==> src/rtl/poison_pkg.sv <==
package poison_pkg;

  typedef enum logic [2:0] {
    OPK_NONE  = 3'd0,
    OPK_LOAD  = 3'd1,
    OPK_ARITH = 3'd2,
    OPK_CHECK = 3'd3,
    OPK_STORE = 3'd4
  } op_kind_e;

endpackage

==> src/rtl/poison_file.sv <==
module poison_file #(
  parameter int NREG = 32,
  parameter int AW   = 5
) (
  input  logic            clk,
  input  logic            rst_n,
  input  logic            wr_en,
  input  logic [AW-1:0]   wr_idx,
  input  logic            wr_val,
  input  logic [AW-1:0]   rd_a_idx,
  input  logic [AW-1:0]   rd_b_idx,
  output logic            rd_a,
  output logic            rd_b,
  output logic [NREG-1:0] bits_o
);

  logic [NREG-1:0] bits_q;
  logic [NREG-1:0] bits_d;
  logic [NREG-1:0] sel;

  // per-entry next value; entry zero is tied clean
  generate
    for (genvar i = 0; i < NREG; i++) begin : g_ent
      if (i == 0) begin : g_zero
        assign sel[i]    = 1'b0;
        assign bits_d[i] = 1'b0;
      end else begin : g_live
        assign sel[i]    = wr_en && (wr_idx == AW'(i));
        assign bits_d[i] = sel[i] ? wr_val : bits_q[i];
      end
    end
  endgenerate

  always_ff @(posedge clk or negedge rst_n) begin
    if (!rst_n) begin
      bits_q <= '0;
    end else if (wr_en) begin
      bits_q <= bits_d;
    end
  end

  assign rd_a   = bits_q[rd_a_idx];
  assign rd_b   = bits_q[rd_b_idx];
  assign bits_o = bits_q;

endmodule

==> src/rtl/poison_decode.sv <==
module poison_decode #(
  parameter int AW = 5,
  parameter int TW = 16
) (
  input  logic          op_valid,
  input  logic [2:0]    op_kind,
  input  logic          op_pred,
  input  logic          op_spec,
  input  logic          op_fault,
  input  logic [AW-1:0] op_src_a,
  input  logic [AW-1:0] op_src_b,
  input  logic [AW-1:0] op_dst,
  input  logic [TW-1:0] op_recov,
  input  logic          pois_a,
  input  logic          pois_b,
  output logic          wr_en,
  output logic [AW-1:0] wr_idx,
  output logic          wr_val,
  output logic          ev_redirect,
  output logic [TW-1:0] ev_tgt,
  output logic          ev_excp,
  output logic [AW-1:0] ev_reg
);
  import poison_pkg::*;

  op_kind_e kind;
  logic     live;
  logic     dst_real;
  logic     any_src;
  logic     want_wr;
  logic     fire_excp;

  assign kind     = op_kind_e'(op_kind);
  assign live     = op_valid && op_pred;
  assign dst_real = (op_dst != '0);
  assign any_src  = pois_a || pois_b;

  always_comb begin
    want_wr     = 1'b0;
    wr_val      = 1'b0;
    ev_redirect = 1'b0;
    ev_tgt      = '0;
    fire_excp   = 1'b0;
    ev_reg      = '0;
    if (live) begin
      unique case (kind)
        OPK_LOAD: begin
          if (op_spec) begin
            want_wr = 1'b1;
            wr_val  = op_fault || pois_a;
          end else if (pois_a) begin
            fire_excp = 1'b1;
            ev_reg    = op_src_a;
          end else begin
            want_wr = 1'b1;
            wr_val  = 1'b0;
          end
        end
        OPK_ARITH: begin
          if (op_spec) begin
            want_wr = 1'b1;
            wr_val  = any_src;
          end else if (any_src) begin
            fire_excp = 1'b1;
            ev_reg    = pois_a ? op_src_a : op_src_b;
          end else begin
            want_wr = 1'b1;
            wr_val  = 1'b0;
          end
        end
        OPK_CHECK: begin
          if (pois_a) begin
            ev_redirect = 1'b1;
            ev_tgt      = op_recov;
          end
        end
        OPK_STORE: begin
          if (any_src) begin
            fire_excp = 1'b1;
            ev_reg    = pois_a ? op_src_a : op_src_b;
          end
        end
        default: begin
          want_wr = 1'b0;
        end
      endcase
    end
  end

  assign wr_en   = want_wr && dst_real;
  assign wr_idx  = op_dst;
  assign ev_excp = fire_excp;

endmodule

==> src/rtl/poison_event_reg.sv <==
module poison_event_reg #(
  parameter int AW = 5,
  parameter int TW = 16
) (
  input  logic          clk,
  input  logic          rst_n,
  input  logic          ev_redirect,
  input  logic [TW-1:0] ev_tgt,
  input  logic          ev_excp,
  input  logic [AW-1:0] ev_reg,
  output logic          redirect_o,
  output logic [TW-1:0] redirect_tgt_o,
  output logic          excp_o,
  output logic [AW-1:0] excp_reg_o
);

  logic          redir_q, redir_d;
  logic [TW-1:0] tgt_q, tgt_d;
  logic          excp_q, excp_d;
  logic [AW-1:0] reg_q, reg_d;

  always_comb begin
    redir_d = ev_redirect;
    tgt_d   = ev_redirect ? ev_tgt : '0;
    excp_d  = ev_excp;
    reg_d   = ev_excp ? ev_reg : '0;
  end

  always_ff @(posedge clk or negedge rst_n) begin
    if (!rst_n) begin
      redir_q <= 1'b0;
      tgt_q   <= '0;
      excp_q  <= 1'b0;
      reg_q   <= '0;
    end else begin
      redir_q <= redir_d;
      tgt_q   <= tgt_d;
      excp_q  <= excp_d;
      reg_q   <= reg_d;
    end
  end

  assign redirect_o     = redir_q;
  assign redirect_tgt_o = tgt_q;
  assign excp_o         = excp_q;
  assign excp_reg_o     = reg_q;

endmodule

==> src/rtl/poison_tracker.sv <==
module poison_tracker #(
  parameter int NREG = 32,
  parameter int TW   = 16,
  localparam int AW  = $clog2(NREG)
) (
  input  logic            clk,
  input  logic            rst_n,
  input  logic            op_valid,
  input  logic [2:0]      op_kind,
  input  logic            op_pred,
  input  logic            op_spec,
  input  logic            op_fault,
  input  logic [AW-1:0]   op_src_a,
  input  logic [AW-1:0]   op_src_b,
  input  logic [AW-1:0]   op_dst,
  input  logic [TW-1:0]   op_recov,
  output logic [NREG-1:0] poison_o,
  output logic            redirect_o,
  output logic [TW-1:0]   redirect_tgt_o,
  output logic            excp_o,
  output logic [AW-1:0]   excp_reg_o
);

  logic          pois_a, pois_b;
  logic          wr_en, wr_val;
  logic [AW-1:0] wr_idx;
  logic          ev_redirect, ev_excp;
  logic [TW-1:0] ev_tgt;
  logic [AW-1:0] ev_reg;

  poison_file #(.NREG(NREG), .AW(AW)) u_file (
    .clk      (clk),
    .rst_n    (rst_n),
    .wr_en    (wr_en),
    .wr_idx   (wr_idx),
    .wr_val   (wr_val),
    .rd_a_idx (op_src_a),
    .rd_b_idx (op_src_b),
    .rd_a     (pois_a),
    .rd_b     (pois_b),
    .bits_o   (poison_o)
  );

  poison_decode #(.AW(AW), .TW(TW)) u_dec (
    .op_valid    (op_valid),
    .op_kind     (op_kind),
    .op_pred     (op_pred),
    .op_spec     (op_spec),
    .op_fault    (op_fault),
    .op_src_a    (op_src_a),
    .op_src_b    (op_src_b),
    .op_dst      (op_dst),
    .op_recov    (op_recov),
    .pois_a      (pois_a),
    .pois_b      (pois_b),
    .wr_en       (wr_en),
    .wr_idx      (wr_idx),
    .wr_val      (wr_val),
    .ev_redirect (ev_redirect),
    .ev_tgt      (ev_tgt),
    .ev_excp     (ev_excp),
    .ev_reg      (ev_reg)
  );

  poison_event_reg #(.AW(AW), .TW(TW)) u_evt (
    .clk            (clk),
    .rst_n          (rst_n),
    .ev_redirect    (ev_redirect),
    .ev_tgt         (ev_tgt),
    .ev_excp        (ev_excp),
    .ev_reg         (ev_reg),
    .redirect_o     (redirect_o),
    .redirect_tgt_o (redirect_tgt_o),
    .excp_o         (excp_o),
    .excp_reg_o     (excp_reg_o)
  );

endmodule

==> config.mk <==
export PLATFORM = sky130hd
export DESIGN_NAME = poison_tracker
export DESIGN_NICKNAME = d
export VERILOG_FILES = /design/src/rtl/poison_pkg.sv /design/src/rtl/poison_file.sv /design/src/rtl/poison_decode.sv /design/src/rtl/poison_event_reg.sv /design/src/rtl/poison_tracker.sv
export SDC_FILE = /design/constraint.sdc
export NUM_CORES = 1
export LEC_CHECK = 0
export ABC_AREA = 0
export CAP_MARGIN = 20
export CELL_PAD_IN_SITES_DETAIL_PLACEMENT = 1
export CELL_PAD_IN_SITES_GLOBAL_PLACEMENT = 1
export CORE_ASPECT_RATIO = 2
export CORE_MARGIN = 2
export CORE_UTILIZATION = 52
export CTS_CLUSTER_SIZE = 20
export DETAILED_ROUTE_END_ITERATION = 8
export DONT_BUFFER_PORTS = 1
export GPL_TIMING_DRIVEN = 0
export PLACE_DENSITY = 0.91
export SLEW_MARGIN = 20
export SYNTH_ARGS = -nofsm -noshare
export SYNTH_HDL_FRONTEND = slang
export SYNTH_SLANG_ARGS = --single-unit
==> constraint.sdc <==
create_clock -name clk -period 4.4 [get_ports clk]
set_clock_uncertainty 0.1 [all_clocks]
set_input_delay 0.66 -clock clk [delete_from_list [all_inputs] [get_ports clk]]
set_output_delay 0.66 -clock clk [all_outputs]
set_load 0.01 [all_outputs]
# Word level (Yosys, flattened, before mapping)
# Index checks and enable logic that the tools add are counted.
# word_totals
output_inout_bits	55
word_cells	173
inputBits	40
regBits	54
# classes
n_reduce_logical	67
mux	34
magnitude_cmp	2
n_eq_ne	35
# op_table
operator	count
$eq A5 B5 Y1 const B	16
$mux W16	4
$reduce_and A2 Y1	31
$eq A5 B4 Y1 const B	8
$mux W5	7
$logic_and A1 B1 Y1	33
$eq A5 B3 Y1 const B	4
$mux W1	17
$pmux W5 S3	1
$lt A5 B6 Y1 const B	2
$bmux W1 S5	2
$eq A5 B2 Y1 const B	2
$eq A3 B2 Y1 const B	2
$eq A5 B1 Y1 const B	1
$reduce_bool A5 Y1	1
$pmux W1 S2	2
$eq A3 B1 Y1 const B	1
$eq A3 B3 Y1 const B	1
$pmux W1 S3	1
$logic_or A1 B1 Y1	2

# Longest topological paths before layout
# Gate-level depths: netlist (run 1).
# logic_depth
ltp_word	10
ltp_mapped	9
depth_no_buf	7

# Hierarchy
# From an unflattened synthesis (run 1), not the netlist that was laid out.
# hier_totals
hier_cells	307
hier_area_um2	3293.2
# by_module_without_submodules
module	area_each_um2	seq_area_each_um2	cells_each	n_inst
poison_file	1991.9	775.7	188	1
poison_event_reg	733.2	575.6	45	1
poison_decode	568.0	0.0	74	1

# Worst setup path before layout (run 1)
# No wires, ideal clock.
# synth_timing
path_type	input-to-reg
start	input port op_src_b[1]
end	register u_file.bits_q[15], in the netlist u_file.bits_o[15]
path_stages	9
slack_ns	1.293
required_time_ns	4.153
setup_time_ns	0.147
t_arrival_ns	2.859
path_buffers	2
path_cell_list	clkbuf_1 mux2_2 a221oi_1 a2111oi_0 a31oi_1 a21oi_1 clkbuf_1 o41ai_1 o31ai_4
# synth_between
elab_chain_cells	10
elab_cells_between_ends	13
classes_between	9 x mux; 4 x reduce/logical
# synth_lines
element	line	rtl
start: declaration	poison_tracker.sv:14	input logic [AW-1:0] op_src_b,
$bmux W1 S5 *	poison_file.sv:43	assign rd_b = bits_q[rd_b_idx];
$mux W1 (implied by the code) *	poison_file.sv:43	
$logic_or A1 B1 Y1 *	poison_decode.sv:36	assign any_src = pois_a || pois_b;
$mux W1	poison_decode.sv:63	end else if (any_src) begin
$mux W1	poison_decode.sv:60	if (op_spec) begin
$pmux W1 S2	poison_decode.sv:46	unique case (kind)
$mux W1	poison_decode.sv:45	if (live) begin
$logic_and A1 B1 Y1	poison_decode.sv:90	assign wr_en = want_wr && dst_real;
$logic_and A1 B1 Y1	poison_file.sv:28	assign sel[i] = wr_en && (wr_idx == AW'(i));
$reduce_and A2 Y1 (no source line)	--	
end signal: assignment	poison_file.sv:38	bits_q <= bits_d;
end: declaration	poison_file.sv:17	logic [NREG-1:0] bits_q;
# Mark *: on every way between the ends. The rest lies on a longest branch, timed or not. The select of a mux whose other input is x is not followed.
# A chain may end at the register's enable or synchronous reset.

# Worst setup path in the final report (run 1)
# layout_timing
start	input port op_src_b[1]
end	register u_file.bits_q[7], in the netlist u_file.bits_o[7]
# The elaborated chain is that of the path after synthesis.

==> results of run 1 <==
-- power by group --
group / internal (uW) / switching [uW]
Clock: 269 / 182
Sequential: 505 / 15.2
Combinational: 41.5 / 73.4
Total: 815 / 271
-- metal layers --
| layer | up-vias | wire (um) | global-route usage [%] |
|---|---|---|---|
| met5 | - | 0 | 0 |
| met2 | 140 | 5100 | 51.2 |
| met4 | 0 | 532 | 18.3 |
| met3 | 37 | 767 | 9.00 |
| met1 | 1349 | 3050 | 29.0 |
| li1 | 1162 | - | - |
-- stage by stage --
stage | utilization, % | instances | cell area [um^2] | hold WS, ns | worst slack (ns)
2_1_floorplan | - | 304 | 3190 | 0.264 | 1.29
3_3_place_gp | 54.9 | 367 | 3270 | 0.266 | 0.694
3_5_place_dp | 54.9 | 367 | 3270 | 0.266 | 0.593
4_1_cts | 58.2 | 376 | 3460 | 0.133 | 0.800
5_1_grt | 58.2 | 376 | 3460 | 0.131 | 0.516
6_report | 58.2 | 376 | 3460 | 0.114 | 0.675
-- flip-flops by register name, summed over array words and instances (netlist names) --
signal and flops:
u_evt.excp_o 1, u_evt.excp_reg_o 5, u_evt.redirect_o 1, u_evt.redirect_tgt_o 16, u_file.bits_o 31
-- cell usage after synthesis (2+ instances only) --
library cell | instances | area [um^2]
dfrtp_1 | 54 | 1350
o31ai_1 | 31 | 233
mux2i_1 | 26 | 260
and2_1 | 17 | 106
clkbuf_1 | 16 | 60.1
nand2_1 | 14 | 52.6
inv_1 | 13 | 48.8
a21oi_1 | 11 | 55.1
nand3_1 | 11 | 55.1
or3_1 | 10 | 62.6
nor2_1 | 9 | 33.8
mux4_1 | 8 | 210
nor4_1 | 8 | 50.1
o41ai_1 | 8 | 70.1
buf_2 | 7 | 35.0
nand2b_1 | 6 | 37.5
nor2b_1 | 6 | 37.5
o21ai_0 | 5 | 25.0
a22oi_1 | 3 | 22.5
o31ai_2 | 3 | 37.5
or2_1 | 3 | 18.8
or4_4 | 3 | 33.8
a211oi_1 | 2 | 15.0
a31oi_1 | 2 | 12.5
buf_6 | 2 | 22.5
mux2_2 | 2 | 22.5
xnor2_1 | 2 | 17.5
-- cells by family (layout without fill, tap and decap cells) --
| kind of cell | after synthesis | after routing |
|---|---|---|
| and+or+nand+nor | 95 | 95 |
| AOI/OAI and AO/OA | 76 | 76 |
| DFF | 54 | 54 |
| buffers and inverters | 39 | 48 |
| muxes | 37 | 37 |
| xor gates and xnor gates | 2 | 2 |
| other | 1 | 1 |
-- worst max-delay path, delay by kind of cell --
kind	cells	cell delay [ns]
AND/OR/NAND/NOR	1	0.18
buffers and inverters	2	0.80
AO/OA/AOI/OAI	3	1.56
multiplexers	2	0.62
-- layout make-up --
type | count | area share (%)
Sequential cell | 54 | 39.0
Clock buffer | 6 | 3.72
Multi-Input combinational cell | 211 | 48.1
Buffer | 26 | 3.61
Clock inverter | 2 | 1.08
Inverter | 13 | 1.41
Timing Repair Buffer | 1 | 0.795
Tap cell | 63 | 2.28
-- repair_timing --
action | CTS | global route
hold buffers | 1 | 0
endpoints found under the hold margin | 54 | 0
setup endpoints to repair | 0 | 0
-- how the worst min path moves through the flow --
stage | start | to | slack, ns
2_1_floorplan | rst_n | u_evt.excp_o | 0.26
3_3_place_gp | rst_n | u_file.bits_o[27] | 0.27
3_5_place_dp | rst_n | u_file.bits_o[24] | 0.27
4_1_cts | rst_n | u_evt.excp_reg_o[4] | 0.13
5_1_grt | rst_n | u_file.bits_o[4] | 0.13
6_report | rst_n | u_file.bits_o[4] | 0.11
==> flow_summary.json, run 1 <==
{
  "startpoint_type": "primary input",
  "clk_latency_ns": 0.30,
  "slew_viol_final": 0,
  "layout_worst_path_cycle_share_pct": 84.7,
  "synth_adder_area_share_pct": 0,
  "r2r_start": "u_file.bits_o[7]",
  "hp-class": "in2async",
  "area.sequential_mm2": 0.00135,
  "seq_area_frac_synth_pct": 42.3,
  "avgViaCountPerCell": 7.15,
  "clk_pin_slew_worst_paths_ns": 0.07,
  "cts_setup_buffers": 0,
  "fin_crit_ns": 3.73,
  "ios": 95,
  "powerDensity_mw_per_mm2": 313,
  "setup_viol": 0,
  "maxCapViolCount": 0,
  "final_common_cell": "dfrtp_1",
  "path_max_fanout": 10,
  "fmax_mhz": 268,
  "cts_sinks": 54,
  "area_growth_pct": 8.55,
  "firstDrtPassIters": 4,
  "synth_top_family_by_area": "compound AO/OA/AOI/OAI gates",
  "r2r_cells": 8,
  "grt_usage_pct": 29.4,
  "critPathMaxStageDelay_ns": 0.75,
  "root_buffer": "clkbuf_16",
  "io_buffers": 0,
  "yosysWarningCount": 0,
  "r2r_end": "u_file.bits_o[7]",
  "fillers": 654,
  "htree_levels": 2,
  "nNetsFinal": 352,
  "cts_tree": "done",
  "p_leak_uw": 0.00146,
  "cp-startpoint": "op_src_b[1]",
  "final_hold_viol_count": 0,
  "cp-end-kind": "register",
  "ys_async_sr_fraction_pct": 100,
  "n_antenna_cell": 0,
  "netlist_area_mm2": 0.00319,
  "gr-total-overflow": 0,
  "post_cts_resized": 0,
  "start_util_pct": 53.6,
  "relSlewSlack_pct": 37.3,
  "multiInputGateArea_mm2": 0.00167,
  "timing.critical_path.to": "u_file.bits_o[7]",
  "fin_tns_setup_ns": 0,
  "drtIter0Drc": 163,
  "drt_wl_total_mm": 9.45,
  "antenna_found_initial": 0,
  "cp.arrival_ns": 3.83,
  "route.detailed.drc": 0,
  "tightestPinTransition_ns": 0.938,
  "layout_common_cells": "54 x dfrtp_1, 31 x o31ai_1, 26 x mux2i_1",
  "place.gp.congestion": 0.882,
  "ys.flop_type": "dfrtp_1",
  "worst_path_most_repeated_cell": "clkbuf_1",
  "synth_seq_cells": 54,
  "path_cells": "clkbuf_1 > mux4_2 > a2111oi_0 > a31oi_1 > a21oi_1 > clkbuf_1 > nor4_1 > mux2i_1",
  "dp_hpwl_mm": 6.90,
  "die_w_um": 59.4,
  "synthCells": 304,
  "synth_fp_nets": 344,
  "cts.path.max_buffers": 2,
  "vias": 2688,
  "r2r_slack_ns": 0.80,
  "grt_pass1_vias": 2953,
  "grt_pass1_wl_mm": 14.8,
  "crit_slowest_cell": "a21oi_1",
  "synth_compound_area_share_pct": 18.1,
  "irDropWorstVdd_mv": 0.328,
  "die_h_um": 115,
  "critPathKind": "in2reg",
  "layout-drive-gt1-share_pct": 10.2,
  "avgRoutedWirePerCell_um": 25.1,
  "synth_area_per_cell_um2": 10.5,
  "grt_max_degree": 55,
  "totalPowerFinal_uw": 1090,
  "coreArea_mm2": 0.00596,
  "postRouteAntennaNets": 0,
  "synth-xor-area-share_pct": 0.549,
  "synth_edf_count": 0,
  "synthSimpleGateAreaFrac_pct": 17.3,
  "cp.required_ns": 4.50,
  "dieArea_mm2": 0.00682,
  "yosys.cell_types.count": 49,
  "rsz0062_at_grt": "no",
  "status": "finished clean",
  "synthMuxAreaShare_pct": 16.2,
  "cts_made_buffers": 5,
  "rows": 40
}
Power figures use the tool's default switching activity.
==> run 2, diff against run 1 <==
--- a/config.mk
+++ b/config.mk
@@ -11,12 +11,12 @@
 export CELL_PAD_IN_SITES_GLOBAL_PLACEMENT = 1
 export CORE_ASPECT_RATIO = 2
 export CORE_MARGIN = 2
-export CORE_UTILIZATION = 52
+export CORE_UTILIZATION = 44
 export CTS_CLUSTER_SIZE = 20
 export DETAILED_ROUTE_END_ITERATION = 8
 export DONT_BUFFER_PORTS = 1
 export GPL_TIMING_DRIVEN = 0
-export PLACE_DENSITY = 0.91
+export PLACE_DENSITY = 0.82
 export SLEW_MARGIN = 20
 export SYNTH_ARGS = -nofsm -noshare
 export SYNTH_HDL_FRONTEND = slang
==> constraint.sdc (replaced) <==
create_clock -name clk -period 3 [get_ports clk]
set_clock_uncertainty 0.1 [all_clocks]
set_input_delay 0.45 -clock clk [delete_from_list [all_inputs] [get_ports clk]]
set_output_delay 0.45 -clock clk [all_outputs]
set_load 0.01 [all_outputs]
==> flow_summary.json, run 2 (synthesis results as in run 1) <==
{
  "status": "finished clean",
  "r2r_cells": 7,
  "antenna_found_initial": 0,
  "vias": 2661,
  "dieArea_mm2": 0.00799,
  "layout-drive-gt1-share_pct": 23.4,
  "die_w_um": 64.2,
  "slew_viol_final": 0,
  "route.detailed.drc": 0,
  "hp-start": "op_recov[1]",
  "cp-end-kind": "register",
  "clk_pin_slew_worst_paths_ns": 0.08,
  "totalPowerFinal_uw": 1560,
  "p_int_uw": 1130,
  "powerDensity_mw_per_mm2": 425,
  "whs_path_depth": 1,
  "grt_usage_pct": 25.6,
  "cts_tree": "done",
  "r2r_end": "u_file.bits_o[9]",
  "rows": 44,
  "root_buffer": "clkbuf_16",
  "critPathMaxStageDelay_ns": 0.58,
  "avgRoutedWirePerCell_um": 24.1,
  "dp_hpwl_mm": 7.07,
  "switchingPower_uw": 428,
  "design_area_mm2": 0.00366,
  "grt_max_degree": 55,
  "layout_common_cells": "43 x dfrtp_1, 26 x o31ai_1, 25 x mux2i_1",
  "r2r_slack_ns": 0.02,
  "htree_levels": 2,
  "clk_latency_ns": 0.30,
  "whs_endpoint": "u_evt.redirect_tgt_o[1]",
  "post-route-util_pct": 51.1,
  "top_usage_layer": "met2",
  "path_cells": "mux4_1 > a21oi_1 > a2111oi_2 > or2_0 > buf_6 > o41ai_1 > o31ai_2",
  "crit_slowest_cell": "o41ai_1",
  "fin_crit_ns": 2.98,
  "place.gp.congestion": 0.860,
  "multiInputGateArea_mm2": 0.00179,
  "coreArea_mm2": 0.00716,
  "drtIter0Drc": 161,
  "dpl_cell_area_mm2": 0.00331,
  "avgViaCountPerCell": 6.52,
  "setup_viol": 0,
  "power_frac_seq_pct": 49.0,
  "io_buffers": 0,
  "startpoint_type": "register",
  "cp.required_ns": 3.05,
  "die_h_um": 124,
  "layout_worst_path_cycle_share_pct": 99.3,
  "irDropWorstVdd_mv": 0.427,
  "fin_cells": 408,
  "cts_sinks": 54,
  "swShare_pct": 27.5,
  "crit_family": "compound AO/OA/AOI/OAI gates",
  "fmax_mhz": 336,
  "grt_pass1_wl_mm": 15.9,
  "dp.cells": 396,
  "postRouteAntennaNets": 0,
  "largest_register_ffs": 31,
  "firstDrtPassIters": 4,
  "grt.met3_usage_pct": 5.78,
  "maxCapViolCount": 0,
  "p_comb_share_pct": 11.8,
  "critPathKind": "reg2reg",
  "cts.path.max_buffers": 2,
  "grt.met1_usage_pct": 28.7,
  "cp.arrival_ns": 3.03,
  "final_common_cell": "dfrtp_1",
  "ios": 95,
  "final_hold_viol_count": 0,
  "fillers": 785,
  "p_leak_uw": 0.00149,
  "area.sequential_mm2": 0.00137,
  "path_max_fanout": 9,
  "start_util_pct": 44.6,
  "hp-class": "in2reg",
  "r2r_start": "u_file.bits_o[3]",
  "relSlewSlack_pct": 54.2,
  "n_antenna_cell": 0,
  "drt_wl_total_mm": 9.83,
  "cts_made_buffers": 5,
  "gr-total-overflow": 0,
  "grt_pass1_vias": 3010,
  "worst-path-buf-inv": 1,
  "area_growth_pct": 14.6,
  "grt_use_met2_pct": 44.7,
  "p_clk_share_pct": 39.1,
  "tightestPinTransition_ns": 0.687,
  "nNetsFinal": 355
}
run 2: power groups by stage:
stage	sequential, uW	combinational, uW	clock, uW
after detailed placement	776	146	0
after global placement	775	137	0
after global routing	764	201	645
final	762	184	609
after CTS	761	171	621
after floorplan	769	113	0
run 2: repair_timing:
action                                 CTS  global route
hold buffers                             2             0
endpoints found under the hold margin   54             0
setup endpoints to repair               31            46
setup buffers                            1             1
cloned                                   0             0
gates resized for setup                 11            37
pin swaps                                0             2
run 2: worst max-delay path by stage:
stage / slack (ns) / end / start / cells after the start
after floorplan: 0.10 / u_file.bits_o[15] / op_src_b[1] / 9
after global placement: -0.46 / u_file.bits_o[15] / op_src_b[1] / 9
after detailed placement: -0.66 / u_file.bits_o[5] / op_src_b[1] / 8
after CTS: 0.01 / u_file.bits_o[21] / u_file.bits_o[29] / 7
after global routing: -0.16 / u_file.bits_o[9] / u_file.bits_o[3] / 8
final: 0.02 / u_file.bits_o[9] / u_file.bits_o[3] / 7
run 2: routing by layer:
| metal | up-vias | wire length (um) | part of all wire, % |
|---|---|---|---|
| met5 | - | 0 | 0 |
| met1 | 1356 | 3590 | 37 |
| met3 | 21 | 580 | 5.9 |
| li1 | 1171 | - | - |
| met2 | 113 | 5390 | 55 |
| met4 | 0 | 267 | 2.7 |
run 2: through the flow:
step | hold slack [ns] | setup TNS, ns | setup WS (ns)
after global placement | 0.0555 | -12.20 | -0.462
after CTS | 0.166 | 0 | 0.0117
after global routing | 0.169 | -0.172 | -0.155
after floorplan | 0.0544 | 0 | 0.103
final | 0.172 | 0 | 0.0199
after detailed placement | 0.0555 | -19.97 | -0.662
run 2: cell type report:
type | instances | area share [%]
Timing Repair Buffer | 4 | 1.44
Clock buffer | 5 | 3.42
Buffer | 26 | 3.63
Clock inverter | 3 | 0.787
Multi-Input combinational cell | 211 | 48.9
Sequential cell | 54 | 37.3
Inverter | 13 | 1.33
Tap cell | 92 | 3.15
==> run 3, diff against run 2 <==
--- a/config.mk
+++ b/config.mk
@@ -9,7 +9,7 @@
 export CAP_MARGIN = 20
 export CELL_PAD_IN_SITES_DETAIL_PLACEMENT = 1
 export CELL_PAD_IN_SITES_GLOBAL_PLACEMENT = 1
-export CORE_ASPECT_RATIO = 2
+export CORE_ASPECT_RATIO = 1.1
 export CORE_MARGIN = 2
 export CORE_UTILIZATION = 44
 export CTS_CLUSTER_SIZE = 20
==> flow_summary.json, run 3 (synthesis results as in run 1) <==
{
  "n_antenna_cell": 0,
  "slew_viol_final": 0,
  "clk_pin_slew_worst_paths_ns": 0.12,
  "grt_pass1_vias": 2686,
  "fillers": 780,
  "area_growth_pct": 11.0,
  "rows": 32,
  "tightestPinTransition_ns": 0.635,
  "critPathMaxStageDelay_ns": 0.53,
  "final_common_cell": "dfrtp_1",
  "hp-class": "in2reg",
  "drtIter0Drc": 189,
  "grt_pass1_wl_mm": 14.5,
  "start_util_pct": 45.6,
  "relSlewSlack_pct": 57.7,
  "status": "finished clean",
  "route.detailed.drc": 0,
  "clk_latency_ns": 0.33,
  "cts_tree": "done",
  "post-route-util_pct": 50.6,
  "cts_made_buffers": 5,
  "routed.top_layer": "met4",
  "totalPowerFinal_uw": 1400,
  "path_cells": "mux4_2 > mux2i_1 > mux2i_1 > a31o_1 > or2_0 > buf_6 > or4_4 > o31ai_2",
  "powerDensity_mw_per_mm2": 394,
  "worst_path_most_repeated_cell": "mux2i_1",
  "r2r_slack_ns": 0.04,
  "wl_met3_um": 682,
  "maxCapViolCount": 0,
  "io_buffers": 0,
  "layout-drive-gt1-share_pct": 24.1,
  "p_leak_uw": 0.00143,
  "cts_sinks": 54,
  "final_hold_viol_count": 0,
  "cts.path.max_buffers": 2,
  "ios": 95,
  "root_buffer": "clkbuf_8",
  "die_h_um": 93.3,
  "avgViaCountPerCell": 6.45,
  "cp.arrival_ns": 3.10,
  "critPathKind": "reg2reg",
  "drt_wl_total_mm": 9.42,
  "dieArea_mm2": 0.00795,
  "wl_met2_mm": 4.89,
  "vias": 2587,
  "pre_cts_ws_ns": -0.480,
  "cp.required_ns": 3.14,
  "grt_max_degree": 55,
  "irDropWorstVdd_mv": 0.178,
  "worst-path-buf-inv": 1,
  "largest_register_ffs": 31,
  "coreArea_mm2": 0.00701,
  "cp-end-kind": "register",
  "firstDrtPassIters": 4,
  "path_max_fanout": 9,
  "layout_worst_path_cycle_share_pct": 98.7,
  "timing.final.ws_setup_ns": 0.0380,
  "place.gp.congestion": 0.806,
  "die_w_um": 85.2,
  "avgRoutedWirePerCell_um": 23.5,
  "crit_family": "multiplexers",
  "setup_viol": 0,
  "fin_tns_setup_ns": 0,
  "grt_usage_pct": 23.4,
  "gr-total-overflow": 0,
  "fin_crit_ns": 2.96,
  "htree_levels": 2,
  "postRouteAntennaNets": 0,
  "dp_hpwl_mm": 6.84,
  "crit_slowest_cell": "or4_4",
  "fmax_mhz": 338,
  "m1WireLength_mm": 3.77,
  "layout_common_cells": "37 x dfrtp_1, 28 x o31ai_1, 25 x mux2i_1",
  "antenna_found_initial": 0,
  "startpoint_type": "register",
  "nNetsFinal": 355
}
-- run 3: cell count changes in the layout (fill, tap and decap cells not counted), moves of 4 or more --
cell	previous run	this run
clkbuf_16	5	0
clkbuf_8	0	5
nor4_1	2	7
dfrtp_2	11	17
dfrtp_1	43	37
nor4_2	5	1
-- run 3: worst register-to-register path, cell delays in order, from the launching register on --
cell and delay [ns]:
dfrtp_2 0.49, mux4_2 0.50, mux2i_1 0.25, mux2i_1 0.15, a31o_1 0.25, or2_0 0.25, buf_6 0.15, or4_4 0.53
o31ai_2 0.19
-- run 3: stage by stage --
step / std cells / cell area, um^2 / hold slack [ns]
floorplan: 304 / 3190 / 0.0544
global placement: 389 / 3300 / 0.0556
detailed placement: 389 / 3300 / 0.0561
CTS: 400 / 3460 / 0.138
global route: 401 / 3540 / 0.127
finish: 401 / 3540 / 0.135
-- run 3: power breakdown --
group | leakage [uW] | switching [uW] | internal [uW]
sequential | 0.000688 | 21.3 | 740
clock | 0.0000491 | 282 | 173
combinational | 0.000689 | 113 | 66.5
total | 0.00143 | 416 | 979
-- run 3: what timing repair did --
action | 4_1_cts | 5_1_grt
setup buffers | 1 | 1
hold buffers | 2 | 0
setup endpoints to repair | 31 | 47
endpoints found under the hold margin | 54 | 0
gates resized for setup | 8 | 41
pin swaps | 0 | 1
-- run 3: worst paths after layout --
path                                   start                      end  cells after the start
min in group asynchronous              rst_n  u_evt.redirect_tgt_o[7]                      2
hold / removal                   op_recov[3]  u_evt.redirect_tgt_o[3]                      1
hold reg to reg            u_file.bits_o[10]        u_file.bits_o[10]                      2
setup / recovery           u_file.bits_o[30]        u_file.bits_o[14]                      8
setup reg to reg           u_file.bits_o[30]        u_file.bits_o[14]                      8
max in group asynchronous              rst_n        u_file.bits_o[14]                      2
-- run 3: final cells by class --
type	count	area [um^2]	area share (%)
clock buffer	5	68.8	1.94
multi-input combinational	211	1740	49.0
inverter	13	48.8	1.38
timing repair buffer	4	52.6	1.48
tap	85	106	3.00
sequential	54	1370	38.7
clock inverter	3	26.3	0.742
buffer	26	133	3.74
-- run 3: metal layers --
layer  global-route usage (%)  vias to the layer above
met5                        0                        -
met3                     6.97                        7
met2                     40.4                       81
met1                     28.4                     1332
met4                     6.08                        0
li1                         -                     1167
